File: config.mk
export PLATFORM = sky130hd
export DESIGN_NAME = sock_pwr_seq
export DESIGN_NICKNAME = d
export VERILOG_FILES = /design/src/rtl/seq_pkg.sv /design/src/rtl/seq_datapath.sv /design/src/rtl/seq_control.sv /design/src/rtl/sock_pwr_seq.sv
export SDC_FILE = /design/constraint.sdc
export NUM_CORES = 1
export LEC_CHECK = 0
export ABC_CLOCK_PERIOD_IN_PS = 3400
export CAP_MARGIN = 20
export CORE_ASPECT_RATIO = 1.25
export CORE_MARGIN = 2
export CORE_UTILIZATION = 32
export DETAILED_ROUTE_END_ITERATION = 6
export DONT_BUFFER_PORTS = 1
export PLACE_DENSITY = 0.58
export SYNTH_ARGS = -nofsm -noshare
export SYNTH_HDL_FRONTEND = slang
export SYNTH_HIERARCHICAL = 1
export SYNTH_SLANG_ARGS = --single-unit
File: constraint.sdc
create_clock -name clk -period 3.4 [get_ports clk]
set_input_delay 0.68 -clock clk [delete_from_list [all_inputs] [get_ports clk]]
set_output_delay 0.68 -clock clk [all_outputs]
set_load 0.05 [all_outputs]
File: src/rtl/seq_pkg.sv
package seq_pkg;

  typedef enum logic [1:0] {
    ST_OFF  = 2'd0,
    ST_HOLD = 2'd1,
    ST_RUN  = 2'd2,
    ST_TRIP = 2'd3
  } seqState_e;

  typedef struct packed {
    logic cntClr;
    logic pendSet;
    logic pendClr;
    logic errSet;
  } seqStrobe_t;

endpackage

File: src/rtl/seq_datapath.sv
module seq_datapath
  import seq_pkg::*;
#(
  parameter int CNT_W      = 8,
  parameter int MIN_ASSERT = 8,
  parameter int MAX_ASSERT = 80,
  parameter int MIN_GAP    = 8,
  parameter int LIMIT      = 80
) (
  input  logic             clk,
  input  logic             rst_n,
  input  seqStrobe_t       strobe,
  output logic [CNT_W-1:0] cntVal,
  output logic             holdMinDone,
  output logic             holdMaxHit,
  output logic             gapDone,
  output logic             pending,
  output logic             timingErr
);

  localparam logic [CNT_W-1:0] MinLast = CNT_W'(MIN_ASSERT - 1);
  localparam logic [CNT_W-1:0] MaxLast = CNT_W'(MAX_ASSERT - 1);
  localparam logic [CNT_W-1:0] GapLast = CNT_W'(MIN_GAP - 1);
  localparam logic [CNT_W-1:0] SatVal  = CNT_W'(LIMIT);

  always_ff @(posedge clk or negedge rst_n) begin
    if (!rst_n) begin
      cntVal <= '0;
    end else if (strobe.cntClr) begin
      cntVal <= '0;
    end else if (cntVal != SatVal) begin
      cntVal <= cntVal + 1'b1;
    end
  end

  always_ff @(posedge clk or negedge rst_n) begin
    if (!rst_n) begin
      pending <= 1'b0;
    end else if (strobe.pendClr) begin
      pending <= 1'b0;
    end else if (strobe.pendSet) begin
      pending <= 1'b1;
    end
  end

  always_ff @(posedge clk or negedge rst_n) begin
    if (!rst_n) begin
      timingErr <= 1'b0;
    end else if (strobe.errSet) begin
      timingErr <= 1'b1;
    end
  end

  assign holdMinDone = (cntVal >= MinLast);
  assign holdMaxHit  = (cntVal >= MaxLast);
  assign gapDone     = (cntVal >= GapLast);

  // error flag never clears once set
  a_r6_err_sticky: assert property (@(posedge clk) disable iff (!rst_n)
    timingErr |=> timingErr);

  // a deferred request is remembered until consumed
  a_r7_pend_held: assert property (@(posedge clk) disable iff (!rst_n)
    (pending && !strobe.pendClr) |=> pending);

endmodule

File: src/rtl/seq_control.sv
module seq_control
  import seq_pkg::*;
#(
  parameter int CNT_W      = 8,
  parameter int MIN_ASSERT = 8,
  parameter int MAX_ASSERT = 80,
  parameter int MIN_GAP    = 8
) (
  input  logic             clk,
  input  logic             rst_n,
  input  logic             suppliesOk,
  input  logic             clockOk,
  input  logic             sockOccN,
  input  logic             resetReq,
  input  logic             thermTrip,
  input  logic             holdMinDone,
  input  logic             holdMaxHit,
  input  logic             gapDone,
  input  logic             pending,
  input  logic [CNT_W-1:0] cntVal,
  output seqStrobe_t       strobe,
  output logic             pwrGood,
  output logic             cpuResetN,
  output logic             tapResetN,
  output logic             supplyOff
);

  seqState_e state;
  seqState_e nextState;
  logic      coldFlag;
  logic      pwrOk;

  assign pwrOk = suppliesOk && clockOk;

  always_comb begin
    nextState      = state;
    strobe         = '0;
    unique case (state)
      ST_OFF: begin
        if (pwrOk && !sockOccN) nextState = ST_HOLD;
      end
      ST_HOLD: begin
        if (!pwrOk) begin
          nextState = ST_OFF;
        end else if (holdMinDone && (!resetReq || holdMaxHit)) begin
          nextState     = ST_RUN;
          strobe.errSet = resetReq;
        end
      end
      ST_RUN: begin
        if (!pwrOk) begin
          nextState = ST_OFF;
        end else if (thermTrip) begin
          nextState = ST_TRIP;
        end else if (gapDone && (resetReq || pending)) begin
          nextState = ST_HOLD;
        end else if (resetReq) begin
          strobe.pendSet = 1'b1;
        end
      end
      ST_TRIP: begin
        if (resetReq) nextState = ST_OFF;
      end
      default: nextState = ST_OFF;
    endcase
    strobe.cntClr  = (nextState != state);
    strobe.pendClr = (state == ST_RUN) && (nextState != ST_RUN);
  end

  always_ff @(posedge clk or negedge rst_n) begin
    if (!rst_n) begin
      state    <= ST_OFF;
      coldFlag <= 1'b1;
    end else begin
      state <= nextState;
      if (state == ST_OFF || state == ST_TRIP) begin
        coldFlag <= 1'b1;
      end else if (state == ST_RUN) begin
        coldFlag <= 1'b0;
      end
    end
  end

  assign pwrGood   = (state == ST_HOLD) || (state == ST_RUN);
  assign cpuResetN = (state == ST_RUN);
  assign tapResetN = (state == ST_RUN) || (state == ST_HOLD && !coldFlag);
  assign supplyOff = (state == ST_TRIP);

  // power-good only rises under reset
  a_r3_pg_under_reset: assert property (@(posedge clk) disable iff (!rst_n)
    $rose(pwrGood) |-> !cpuResetN);

  // reset released only after the minimum width
  a_r4_min_width: assert property (@(posedge clk) disable iff (!rst_n)
    (state == ST_HOLD && nextState == ST_RUN) |-> (cntVal >= CNT_W'(MIN_ASSERT - 1)));

  // reset never held beyond the maximum width
  a_r6_max_width: assert property (@(posedge clk) disable iff (!rst_n)
    (state == ST_HOLD) |-> (cntVal <= CNT_W'(MAX_ASSERT - 1)));

  // gap respected before re-entering reset
  a_r7_min_gap: assert property (@(posedge clk) disable iff (!rst_n)
    (state == ST_RUN && nextState == ST_HOLD) |-> (cntVal >= CNT_W'(MIN_GAP - 1)));

  // supply or clock loss drops power-good next cycle
  a_r8_power_loss: assert property (@(posedge clk) disable iff (!rst_n)
    (pwrGood && !pwrOk) |=> !pwrGood);

  // trip state held until a reset request
  a_r9_trip_sticky: assert property (@(posedge clk) disable iff (!rst_n)
    (supplyOff && !resetReq) |=> (supplyOff && !pwrGood));

endmodule

File: src/rtl/sock_pwr_seq.sv
module sock_pwr_seq
  import seq_pkg::*;
#(
  parameter int CYC_PER_MS = 100000,
  parameter int RST_MIN_MS = 1,
  parameter int RST_MAX_MS = 10,
  parameter int GAP_MIN_MS = 1
) (
  input  logic clk,
  input  logic rst_n,
  input  logic suppliesOk,
  input  logic clockOk,
  input  logic sockOccN,
  input  logic resetReq,
  input  logic thermTrip,
  output logic pwrGood,
  output logic cpuResetN,
  output logic tapResetN,
  output logic supplyOff,
  output logic timingErr
);

  localparam int MinRst = CYC_PER_MS * RST_MIN_MS;
  localparam int MaxRst = CYC_PER_MS * RST_MAX_MS;
  localparam int MinGap = CYC_PER_MS * GAP_MIN_MS;
  localparam int Limit  = (MaxRst > MinGap) ? MaxRst : MinGap;
  localparam int CntW   = $clog2(Limit + 1);

  seqStrobe_t      strobe;
  logic [CntW-1:0] cntVal;
  logic            holdMinDone;
  logic            holdMaxHit;
  logic            gapDone;
  logic            pending;

  seq_control #(
    .CNT_W(CntW), .MIN_ASSERT(MinRst), .MAX_ASSERT(MaxRst), .MIN_GAP(MinGap)
  ) u_ctrl (
    .clk(clk), .rst_n(rst_n),
    .suppliesOk(suppliesOk), .clockOk(clockOk), .sockOccN(sockOccN),
    .resetReq(resetReq), .thermTrip(thermTrip),
    .holdMinDone(holdMinDone), .holdMaxHit(holdMaxHit), .gapDone(gapDone),
    .pending(pending), .cntVal(cntVal), .strobe(strobe),
    .pwrGood(pwrGood), .cpuResetN(cpuResetN), .tapResetN(tapResetN),
    .supplyOff(supplyOff)
  );

  seq_datapath #(
    .CNT_W(CntW), .MIN_ASSERT(MinRst), .MAX_ASSERT(MaxRst), .MIN_GAP(MinGap),
    .LIMIT(Limit)
  ) u_dp (
    .clk(clk), .rst_n(rst_n), .strobe(strobe), .cntVal(cntVal),
    .holdMinDone(holdMinDone), .holdMaxHit(holdMaxHit), .gapDone(gapDone),
    .pending(pending), .timingErr(timingErr)
  );

endmodule

# After elaboration in Yosys (flattened, before gate mapping)
# Index checks and enable logic that the tools add are counted.
# Widths: inputs -> output; s select.
dict set report totals {
  regBits 25
  out_inout_bits 5
  word_cells 54
}
dict set report classes {
  n_addsub 1
  n_lt_le_gt_ge 2
  eq_ne 6
  mux 22
  n_reduce_logical 18
}
# operator n
set ops {}
lappend ops {{$mux 20} 2}
lappend ops {{$add 20x1->20 const B} 1}
lappend ops {{$ge 20x17->1 const B} 1}
lappend ops {{$ge 20x20->1 const B} 1}
lappend ops {{$ne 20x20->1 const B} 1}
lappend ops {{$mux 2} 7}
lappend ops {{$mux 1} 12}
lappend ops {{$pmux 2 s4} 1}
lappend ops {{$logic_and 1x1->1} 6}
lappend ops {{$reduce_bool 2->1} 3}
lappend ops {{$logic_or 1x1->1} 5}
lappend ops {{$eq 2x2->1 const B} 2}
lappend ops {{$logic_not 1->1} 3}
lappend ops {{$eq 2x1->1 const B} 1}
lappend ops {{$logic_not 2->1} 1}
lappend ops {{$ne 2x2->1} 1}
lappend ops {{$ne 2x2->1 const B} 1}

# Depth between registers and ports, before layout
# Gate-level depths: netlist of run 1.
dict set report depth {
  ltp_word 9
  ltp_mapped 13
}

# Cells and area by module
# The synthesis of run 1 kept the hierarchy.
# mod instances cells_each area_each_um2 seq_area_each_um2
set modules_own_cells {}
lappend modules_own_cells {seq_datapath 1 141 1283.7 550.5}
lappend modules_own_cells {seq_control 1 49 392.9 76.3}

# Worst setup path after synthesis of run 1
# No wires, ideal clock.
dict set report synth_timing {
  kind {register to register}
  start {register u_dp.cntVal[0]}
  end {register u_dp.cntVal[10]}
  arrival_time_ns 2.943
  required_ns 3.268
  setup_slack_ns 0.325
  stages_incl_launch_ff 14
  path_buffers 3
  synth_period_minus_slack_ns 3.075
  cell_sequence {dfrtp_1 -> ha_1 -> and4_1 -> o41ai_1 -> a31oi_1 -> or4_1 -> buf_4 -> a32o_1 -> nand2_1 -> nand3_1 -> nand4_1 -> clkbuf_1 -> clkbuf_1 -> nor2_1}
}
# element line_no
set synth_rtl {}
lappend synth_rtl {{start, declared} seq_datapath.sv:13} ;# output logic [CNT_W-1:0] cntVal,
lappend synth_rtl {{start signal, assigned} seq_datapath.sv:32} ;# cntVal <= cntVal + 1'b1;

==> results of run 1 <==
[registers in the layout, summed over array words and instances (netlist names)]
name	count
u_dp/timingErr	1
u_ctrl/coldFlag	1
u_dp/cntVal	20
u_dp/pending	1
u_ctrl/state	2
[path summary, 6_finish.rpt]
path / startpoint / endpoint / slack, ns / cells after the start
hold / removal: rst_n / u_dp/cntVal[11]$_DFFE_PN0P_ / 0.09 / 0
min in group clk: u_ctrl/coldFlag$_DFFE_PN1P_ / u_ctrl/coldFlag$_DFFE_PN1P_ / 0.49 / 2
hold reg to reg: u_ctrl/coldFlag$_DFFE_PN1P_ / u_ctrl/coldFlag$_DFFE_PN1P_ / 0.49 / 2
max in group asynchronous: rst_n / u_ctrl/coldFlag$_DFFE_PN1P_ / 3.14 / 0
setup / recovery: u_dp/cntVal[0]$_DFFE_PN0P_ / u_dp/cntVal[2]$_DFFE_PN0P_ / 0.34 / 12
setup reg to reg: u_dp/cntVal[0]$_DFFE_PN0P_ / u_dp/cntVal[2]$_DFFE_PN0P_ / 0.34 / 12
[where the power goes]
group / switching, W / total [W] / internal, W
combinational: 0.000190 / 0.000311 / 0.000121
sequential: 0.0000589 / 0.000404 / 0.000345
clock: 0.0000954 / 0.000179 / 0.0000840
total: 0.000344 / 0.000894 / 0.000550
[per-layer routing]
metal | track usage (%) | vias up
met5 | 0 | -
met4 | 3.74 | 0
met3 | 2.12 | 6
met2 | 20.8 | 30
met1 | 16.7 | 641
li1 | - | 673
[cell usage after synthesis (all sizes together) (2+ instances only)]
cell and n:
dfrtp 24, nor2 18, nand2 16, inv 10, nand3 10, nand4 9, buf 8, a21oi 7
ha 7, nor3 7, nand2b 6, or4 5, xnor2 5, xor2 5, nor4 4, o21ai 4
o31ai 4, or3 4, clkbuf 3, mux2 3, a31oi 2, and2 2, and4 2, mux2i 2
nand3b 2, nor2b 2, or2 2
[through the flow]
step / utilization (%) / cells / hold slack (ns) / total power (W) / cell area [µm²]
global placement: 33.8 / 245 / 0.385 / 0.000714 / 1720
CTS: 34.7 / 249 / 0.0854 / 0.000900 / 1760
global route: 34.7 / 249 / 0.0729 / 0.000963 / 1760
floorplan: - / 190 / 0.384 / 0.000652 / 1680
finish: 34.7 / 249 / 0.0914 / 0.000894 / 1760
detailed placement: 33.8 / 245 / 0.385 / 0.000717 / 1720
[worst max-delay path: cells and delay by family, from the launching register on]
| kind | cells | cell delay (ns) |
|---|---|---|
| AO/OA/AOI/OAI | 4 | 0.58 |
| adder cells (fa/ha/maj) | 1 | 0.26 |
| flip-flops | 1 | 0.42 |
| AND/OR/NAND/NOR | 7 | 1.73 |
[layout make-up]
class	instances	area share (%)
Timing Repair Buffer	4	1.70
Multi-Input combinational cell	144	53.7
Sequential cell	25	35.6
Inverter	10	2.13
Clock buffer	4	2.56
Tap cell	62	4.40
[cells by family after synthesis]
| logic type | synth area share [%] |
|---|---|
| DFF | 37.4 |
| buffers and inverters | 6.19 |
| xor gates and xnor gates | 5.22 |
| AOI/OAI and AO/OA | 12.3 |
| adders and majority gates | 5.22 |
| muxes | 3.21 |
| and+or+nand+nor | 30.4 |
==> summary.md, run 1 <==
| Metric | Value |
|---|---|
| Status | finished, final reports clean |
| Crit path capture type | flip-flop |
| N_diodes | 0 |
| Asr flop ratio synth | 100% |
| Seq. cell area | approximately 630 µm² |
| DR iter-0 viols | 38 |
| Routed wire per std cell | approximately 14 µm |
| Grt total ovfl | 0 |
| Crit-path cells | ha_1 > and4_1 > o41ai_1 > a31oi_1 > or4_1 > nand2b_1 > nand2b_1 > a221oi_2 > nand3_1 > nand4_1 > or3b_2 > o22ai_1 |
| Initial antenna violation count | 0 |
| Wl on met1 | between 1500 and 2000 µm |
| RSZ-0062 raised after global routing | false |
| Reg clk slew, reported paths | about 0.09 ns |
| Worst Hold Class | primary input to async pin |
| Power per cell area | around 510 nW/µm² |
| Area growth syn-to-layout | 5.15% |
| Final WS setup | roughly 0.34 ns |
| Yosys top cell by area | dfrtp_1 |
| Synth top area share | 35.8% |
| EDFF count, synth | 0 |
| Nets | just over 200 |
| Fmax achieved | between 300 and 400 MHz |
| Yosys warnings | 6 |
| # port buffers | 0 |
| Mapped cell area | around 1700 µm² |
| Synthesis-stage register bit count | 25 |
| Setup bufs post-CTS | 0 |
| Post-Syn Instances | 190 |
| Share of cells above drive strength 1 | between 10% and 20% |
| CP max stage delay | roughly 0.50 ns |
| Fillers | roughly 540 |
| Met2 Wirelength | 1680 µm |
| CTS tree | done |
| Post-route ant nets | 0 |
| Most frequent cells in the layout | dfrtp_1, nor2_1, nand2_1, nand3_1, inv_1 |
| Core area | 5080 µm² |
| Deepest clock path buffer count | 2 |
| Net Count, Synth | 204 |
| Slew @ Worst Pin | between 0.7 and 0.8 ns |
| Initial Util | 33.0% |
| First-pass GRT wire length | 5740 µm |
| Sequential fraction of the synthesis area | 37.4% |
| GRT Overall Usage | approximately an eighth |
| Critical Path RT | ~3.6 ns |
| Vias in the first global route | around 1300 |
| Highest metal used | met4 |
| Detailed-routing iteration count for the pre-antenna-repair pass | 4 |
| Rows | 29 |
| Num CTS Buffers | 3 |
| Type of origin of the critical path | flip-flop |
| Kind of critical path | flip-flop to flip-flop |
| Via/cell ratio | 5.42 |
| Chip height | 84.9 µm |
| Area contributors post-synth | dfrtp_1, ha_1, nor2_1 |
| Via count | 1350 |
| Leakage | around 0.74 nW |
| Post-synth top flop | dfrtp_1 |
| IO Count | 12 |
| Number of clock sinks | 25 |
| Max-cap viol count | 0 |
| Most frequent CP cell | nand2b_1 |
| CP max stage cell | or4_1 |
| Most common cell after layout, fill and taps aside | dfrtp_1 |
| Final Wtd Congestion | 0.781 |
| Worst VDD drop | about 0.00016 V |
| Die area | 5840 µm² |
| CTS resizes | 0 |
| Area of the multi-input gates | 946 µm² |
| Routed wl met3 | 147 µm |
| Worst slew margin | about half |
| Root buffer cell | clkbuf_8 |
| Period utilization | approximately nine tenths |
| Largest net degree at the start of global routing | 26 |
| Mean Syn Cell Area | ~8.8 µm² |
| CP arrival | roughly 3.3 ns |
| Crit Path Max Fanout | 5 |
| Drt drc | 0 |
| Final setup fails | 0 |
| Final hold viol count | 0 |
| Setup TNS | 0 ns |
| Hold buffers post-CTS | 0 |
| Worst-Skew Late Latency | 0.27 ns |
| Netlist cell types | 51 |
| Routed WL | around 3500 µm |
| Hpwl dp | 2520 µm |
| Max Transition Viols Final | 0 |
| Final worst path period need | about 3 ns |
| Pre-CTS setup slack | about 0.35 ns |
| Max Clock Skew | around 0.0014 ns |
| # H-tree levels | 1 |
| Die W | approximately 69 µm |
Power figures use the tool's default switching activity.
==> inputs of run 2 (changes only) <==
Settings changed: BUFFER_PORTS_ARGS set to -buffer_cell sky130_fd_sc_hd__buf_2, CELL_PAD_IN_SITES_DETAIL_PLACEMENT set to 1, CELL_PAD_IN_SITES_GLOBAL_PLACEMENT set to 1, DONT_BUFFER_PORTS 1 to unset, HOLD_SLACK_MARGIN set to 0.12, PLACE_DENSITY 0.58 to 0.71.
==> summary.md, run 2 (synthesis results as in run 1) <==
| Metric | Value |
|---|---|
| Utilization after layout | between 30 and 40% |
| Die W | roughly 69 µm |
| Status | finished, final reports clean |
| Final setup fails | 0 |
| RR Startpoint | u_dp/cntVal[0]$_DFFE_PN0P_ |
| Deepest clock path buffer count | 2 |
| Flop2flop setup slack | 0.33 ns |
| N_diodes | 0 |
| Period utilization | approximately nine tenths |
| Max-cap viol count | 0 |
| Crit Path Max Fanout | 5 |
| CP arrival | approximately 3.3 ns |
| Reg clk slew, reported paths | about 0.08 ns |
| Core area | between 5000 and 6000 µm² |
| Share of cells above drive strength 1 | between 10% and 20% |
| Rows | 29 |
| Most frequent cells in the layout | dfrtp_1, nor2_1, nand2_1, buf_2, nand3_1 |
| Reg with most FFs | u_dp/cntVal |
| Max Clock Skew | approximately 0.0020 ns |
| Vias in the first global route | roughly 1400 |
| Crit path capture type | flip-flop |
| Final Wtd Congestion | around 0.75 |
| Initial antenna violation count | 0 |
| Part of the power in registers | 43.9% |
| Slew @ Worst Pin | approximately 0.54 ns |
| Psw | between 0.0003 and 0.0004 W |
| Chip height | 84.9 µm |
| DR iter-0 viols | 41 |
| Setup bufs post-CTS | 0 |
| Reg-to-Reg End | u_dp/cntVal[2]$_DFFE_PN0P_ |
| Detailed-routing iteration count for the pre-antenna-repair pass | 4 |
| Clock network fraction of design power | 19.1% |
| Leakage | 0.791 nW |
| Setup TNS | 0 ns |
| GRT Overall Usage | between 10% and 20% |
| Internal Power | between 0.0005 and 0.0006 W |
| CTS resizes | 0 |
| Via/cell ratio | 5.51 |
| RSZ-0062 raised after global routing | false |
| Fmax achieved | between 300 and 400 MHz |
| Worst slew margin | 64.1% |
| Power per cell area | 503 nW/µm² |
| Area growth syn-to-layout | 8.81% |
| R2r worst-path depth | 12 |
| Largest net degree at the start of global routing | 26 |
| Num CTS Buffers | 3 |
| Most common cell after layout, fill and taps aside | dfrtp_1 |
| Final worst path period need | roughly 3 ns |
| # port buffers | 11 |
| Regs by FF count | u_dp/cntVal: 20 flops, u_ctrl/state: 2 flops |
| Via count | between 1000 and 1500 |
| Worst VDD drop | roughly 0.00017 V |
| Worst-Skew Late Latency | approximately 0.27 ns |
| Hold buffers post-CTS | 0 |
| Post-route ant nets | 0 |
| Switching part of the total | between 30% and 40% |
| Hpwl dp | 2990 µm |
| Wl on met1 | 1670 µm |
| Number of flip-flops in the largest register | 20 |
| Met2 Wirelength | about 2000 µm |
| Routed wire per std cell | 14.7 µm |
| Final hold viol count | 0 |
| Routed wl met3 | approximately 110 µm |
| Type of origin of the critical path | flip-flop |
| Drt drc | 0 |
| Die area | slightly below 6000 µm² |
| Comb power frac | 37.0% |
| First-pass GRT wire length | roughly 6500 µm |
| Initial Util | about a third |
| Worst Hold Class | primary input to async pin |
| CTS tree | done |
| Grt total ovfl | 0 |
| Tot Pwr | roughly 0.00092 W |
| Root buffer cell | clkbuf_8 |
| Highest metal used | met4 |
| # H-tree levels | 1 |
| Critical Path RT | around 3.6 ns |
| IO Count | 12 |
| Kind of critical path | flip-flop to flip-flop |
| Number of clock sinks | 25 |
| Routed WL | 3820 µm |
| Max Transition Viols Final | 0 |
| Nets | 212 |
## run 2: layout make-up
| type | instances | area (µm²) |
|---|---|---|
| Clock inverter | 1 | 5.00 |
| Tap cell | 62 | 77.6 |
| Fill cell | 609 | 3260 |
| Inverter | 10 | 37.5 |
| Timing Repair Buffer | 14 | 90.1 |
| Multi-Input combinational cell | 144 | 946 |
| Clock buffer | 3 | 41.3 |
| Sequential cell | 25 | 627 |
## run 2: worst max path at each step
stage	from	to	depth (start not counted)
after floorplan	u_dp/cntVal[0]$_DFFE_PN0P_	u_dp/cntVal[10]$_DFFE_PN0P_	13
after global placement	u_dp/cntVal[11]$_DFFE_PN0P_	u_dp/cntVal[13]$_DFFE_PN0P_	12
after detailed placement	u_dp/cntVal[0]$_DFFE_PN0P_	u_dp/cntVal[2]$_DFFE_PN0P_	12
after CTS	u_dp/cntVal[0]$_DFFE_PN0P_	u_dp/cntVal[2]$_DFFE_PN0P_	12
after global routing	u_dp/cntVal[0]$_DFFE_PN0P_	u_dp/cntVal[2]$_DFFE_PN0P_	12
final	u_dp/cntVal[0]$_DFFE_PN0P_	u_dp/cntVal[2]$_DFFE_PN0P_	12
## run 2: power by group through the flow
stage / clock, W / sequential, W / combinational [W]
after floorplan: 0 / 0.000388 / 0.000264
after global placement: 0 / 0.000407 / 0.000335
after detailed placement: 0 / 0.000409 / 0.000346
after CTS: 0.000186 / 0.000403 / 0.000347
after global routing: 0.000199 / 0.000413 / 0.000385
final: 0.000175 / 0.000403 / 0.000339
## run 2: stage by stage
step / instance area, µm² / instances / setup slack (ns) / hold slack, ns
2_1_floorplan: 1680 / 190 / 0.325 / 0.384
3_3_place_gp: 1780 / 255 / 0.388 / 0.462
3_5_place_dp: 1780 / 255 / 0.327 / 0.466
4_1_cts: 1820 / 259 / 0.299 / 0.403
5_1_grt: 1820 / 259 / 0.0429 / 0.428
6_report: 1820 / 259 / 0.331 / 0.381
## run 2: layer usage
metal	up-vias	global-route usage, %
met2	18	24.2
met3	8	2.52
li1	692	-
met5	-	0
met4	0	3.92
met1	709	18.1
## run 2: worst max-delay path, cell delays in order (launching register included)
cell and delay (ns):
dfrtp_1 0.42, ha_1 0.26, and4_1 0.25, o41ai_1 0.25, a31oi_1 0.12, or4_1 0.50
nand2b_1 0.20, nand2b_1 0.09, a221oi_2 0.07, nand3_1 0.09, nand4_1 0.17, or3b_2 0.47
o22ai_1 0.11
==> inputs of run 3 (changes only) <==
Settings changed: CORE_MARGIN 2 to 10, CORE_UTILIZATION 32 to 33, CTS_CLUSTER_SIZE set to 25, PLACE_DENSITY 0.71 to 0.72.
==> summary.md, run 3 (synthesis results as in run 1) <==
| Metric | Value |
|---|---|
| Status | finished, final reports clean |
| IO Count | 12 |
| Type of origin of the critical path | flip-flop |
| Number of flip-flops in the largest register | 20 |
| Setup bufs post-CTS | 0 |
| DR iter-0 viols | slightly above 50 |
| CP max stage delay | 0.50 ns |
| Period utilization | roughly 92% |
| Crit path capture type | flip-flop |
| Crit path from | u_dp/cntVal[0]$_DFFE_PN0P_ |
| Placed Cells | ~250 |
| Area growth syn-to-layout | 7.39% |
| Post-route ant nets | 0 |
| Crit-path cells | ha_1 > and4_1 > o41ai_1 > a31oi_1 > or4_1 > nand2b_1 > nand2b_1 > a221oi_2 > nand3_1 > nand4_1 > or3b_2 > o22ai_1 |
| Routed WL | ~4000 µm |
| Worst-Skew Late Latency | approximately 0.26 ns |
| Root buffer cell | clkbuf_8 |
| First-pass GRT wire length | between 7000 and 8000 µm |
| Final Wtd Congestion | 0.782 |
| Largest net degree at the start of global routing | 26 |
| Kind of critical path | flip-flop to flip-flop |
| Reg with most FFs | u_dp/cntVal |
| Critical Path RT | 3.58 ns |
| Fmax achieved | 319 MHz |
| Rows | 28 |
| CTS tree | done |
| Via count | 1420 |
| Vias in the first global route | 1507 |
| GRT Overall Usage | about a tenth |
| Max-cap viol count | 0 |
| Setup TNS | 0 ns |
| Die area | approximately 8300 µm² |
| RR Startpoint | u_dp/cntVal[0]$_DFFE_PN0P_ |
| Worst Hold Class | primary input to async pin |
| Worst slew margin | between 60 and 70% |
| Deepest clock path buffer count | 2 |
| Chip height | 99.7 µm |
| Drt drc | 0 |
| Hpwl dp | just under 3000 µm |
| Initial antenna violation count | 0 |
| Leakage | around 0.78 nW |
| N_diodes | 0 |
| CP max stage cell | or4_1 |
| Final hold viol count | 0 |
| Flop2flop setup slack | 0.26 ns |
| # H-tree levels | 1 |
| Routed wire per std cell | about 15 µm |
| Max Clock Skew | around 0.0062 ns |
| Utilization after layout | 37.2% |
| Power per cell area | between 500 and 600 nW/µm² |
| CP delay by family, top | simple AND/OR/NAND/NOR gates |
| Crit Path Max Fanout | 5 |
| RSZ-0062 raised after global routing | false |
| Most frequent CP cell | nand2b_1 |
| Regs by FF count | u_dp/cntVal: 20 flops, u_ctrl/state: 2 flops |
| Core area | a little under 5000 µm² |
| CTS resizes | 0 |
| Nets | 211 |
| Final setup fails | 0 |
| Detailed-routing iteration count for the pre-antenna-repair pass | 4 |
| Share of cells above drive strength 1 | 14.8% |
| Grt total ovfl | 0 |
| Tot Pwr | 0.000910 W |
| Max Transition Viols Final | 0 |
| Final worst path period need | between 3 and 4 ns |
| Slew @ Worst Pin | roughly 0.58 ns |
| Num CTS Buffers | 3 |
| Number of clock sinks | 25 |
| Hold buffers post-CTS | 0 |
| Via/cell ratio | 5.55 |
| Die W | around 84 µm |
| CP arrival | around 3.3 ns |
| Reg clk slew, reported paths | around 0.090 ns |
| # port buffers | 11 |
| Most frequent cells in the layout | dfrtp_1, nor2_1, nand2_1, buf_2, nand3_1 |
| Worst VDD drop | between 0.00015 and 0.0002 V |
| WP buf/inv | 0 |
| Initial Util | a little over a third |
| Most common cell after layout, fill and taps aside | dfrtp_1 |
| Final Instance Count excl. Fillers | approximately 260 |
run 3: through the flow:
| step | setup WS, ns | cell area, µm² | hold slack [ns] |
|---|---|---|---|
| after floorplan | 0.325 | 1680 | 0.384 |
| after global routing | 0.0344 | 1800 | 0.438 |
| after global placement | 0.345 | 1760 | 0.451 |
| final | 0.265 | 1800 | 0.402 |
| after CTS | 0.279 | 1800 | 0.422 |
| after detailed placement | 0.290 | 1760 | 0.457 |
run 3: layer usage:
| layer | track usage (%) | wire length [µm] |
|---|---|---|
| met1 | 11.3 | 1760 |
| met2 | 17.5 | 1960 |
| met3 | 1.96 | 112 |
| met4 | 3.35 | 53 |
| met5 | 0 | 0 |
run 3: area by class of cell:
class,instances,area (µm²)
tap,60,75.1
clock buffer,4,45.0
sequential,25,627
fill,593,3030
timing repair buffer,13,70.1
multi-input combinational,144,946
inverter,10,37.5
run 3: final timing paths:
kind                                          endpoint  cells past startpoint
min in group clk            u_dp/timingErr$_DFFE_PN0P_                      1
min reg2reg                 u_dp/timingErr$_DFFE_PN0P_                      1
max reg2reg                 u_dp/cntVal[2]$_DFFE_PN0P_                     12
max in group asynchronous   u_dp/cntVal[4]$_DFFE_PN0P_                      1
min                        u_dp/cntVal[10]$_DFFE_PN0P_                      1
max                         u_dp/cntVal[2]$_DFFE_PN0P_                     12
run 3: report_power, final:
part	internal (W)	switching, W
Clock	0.0000836	0.0000906
Combinational	0.000129	0.000203
Sequential	0.000345	0.0000590
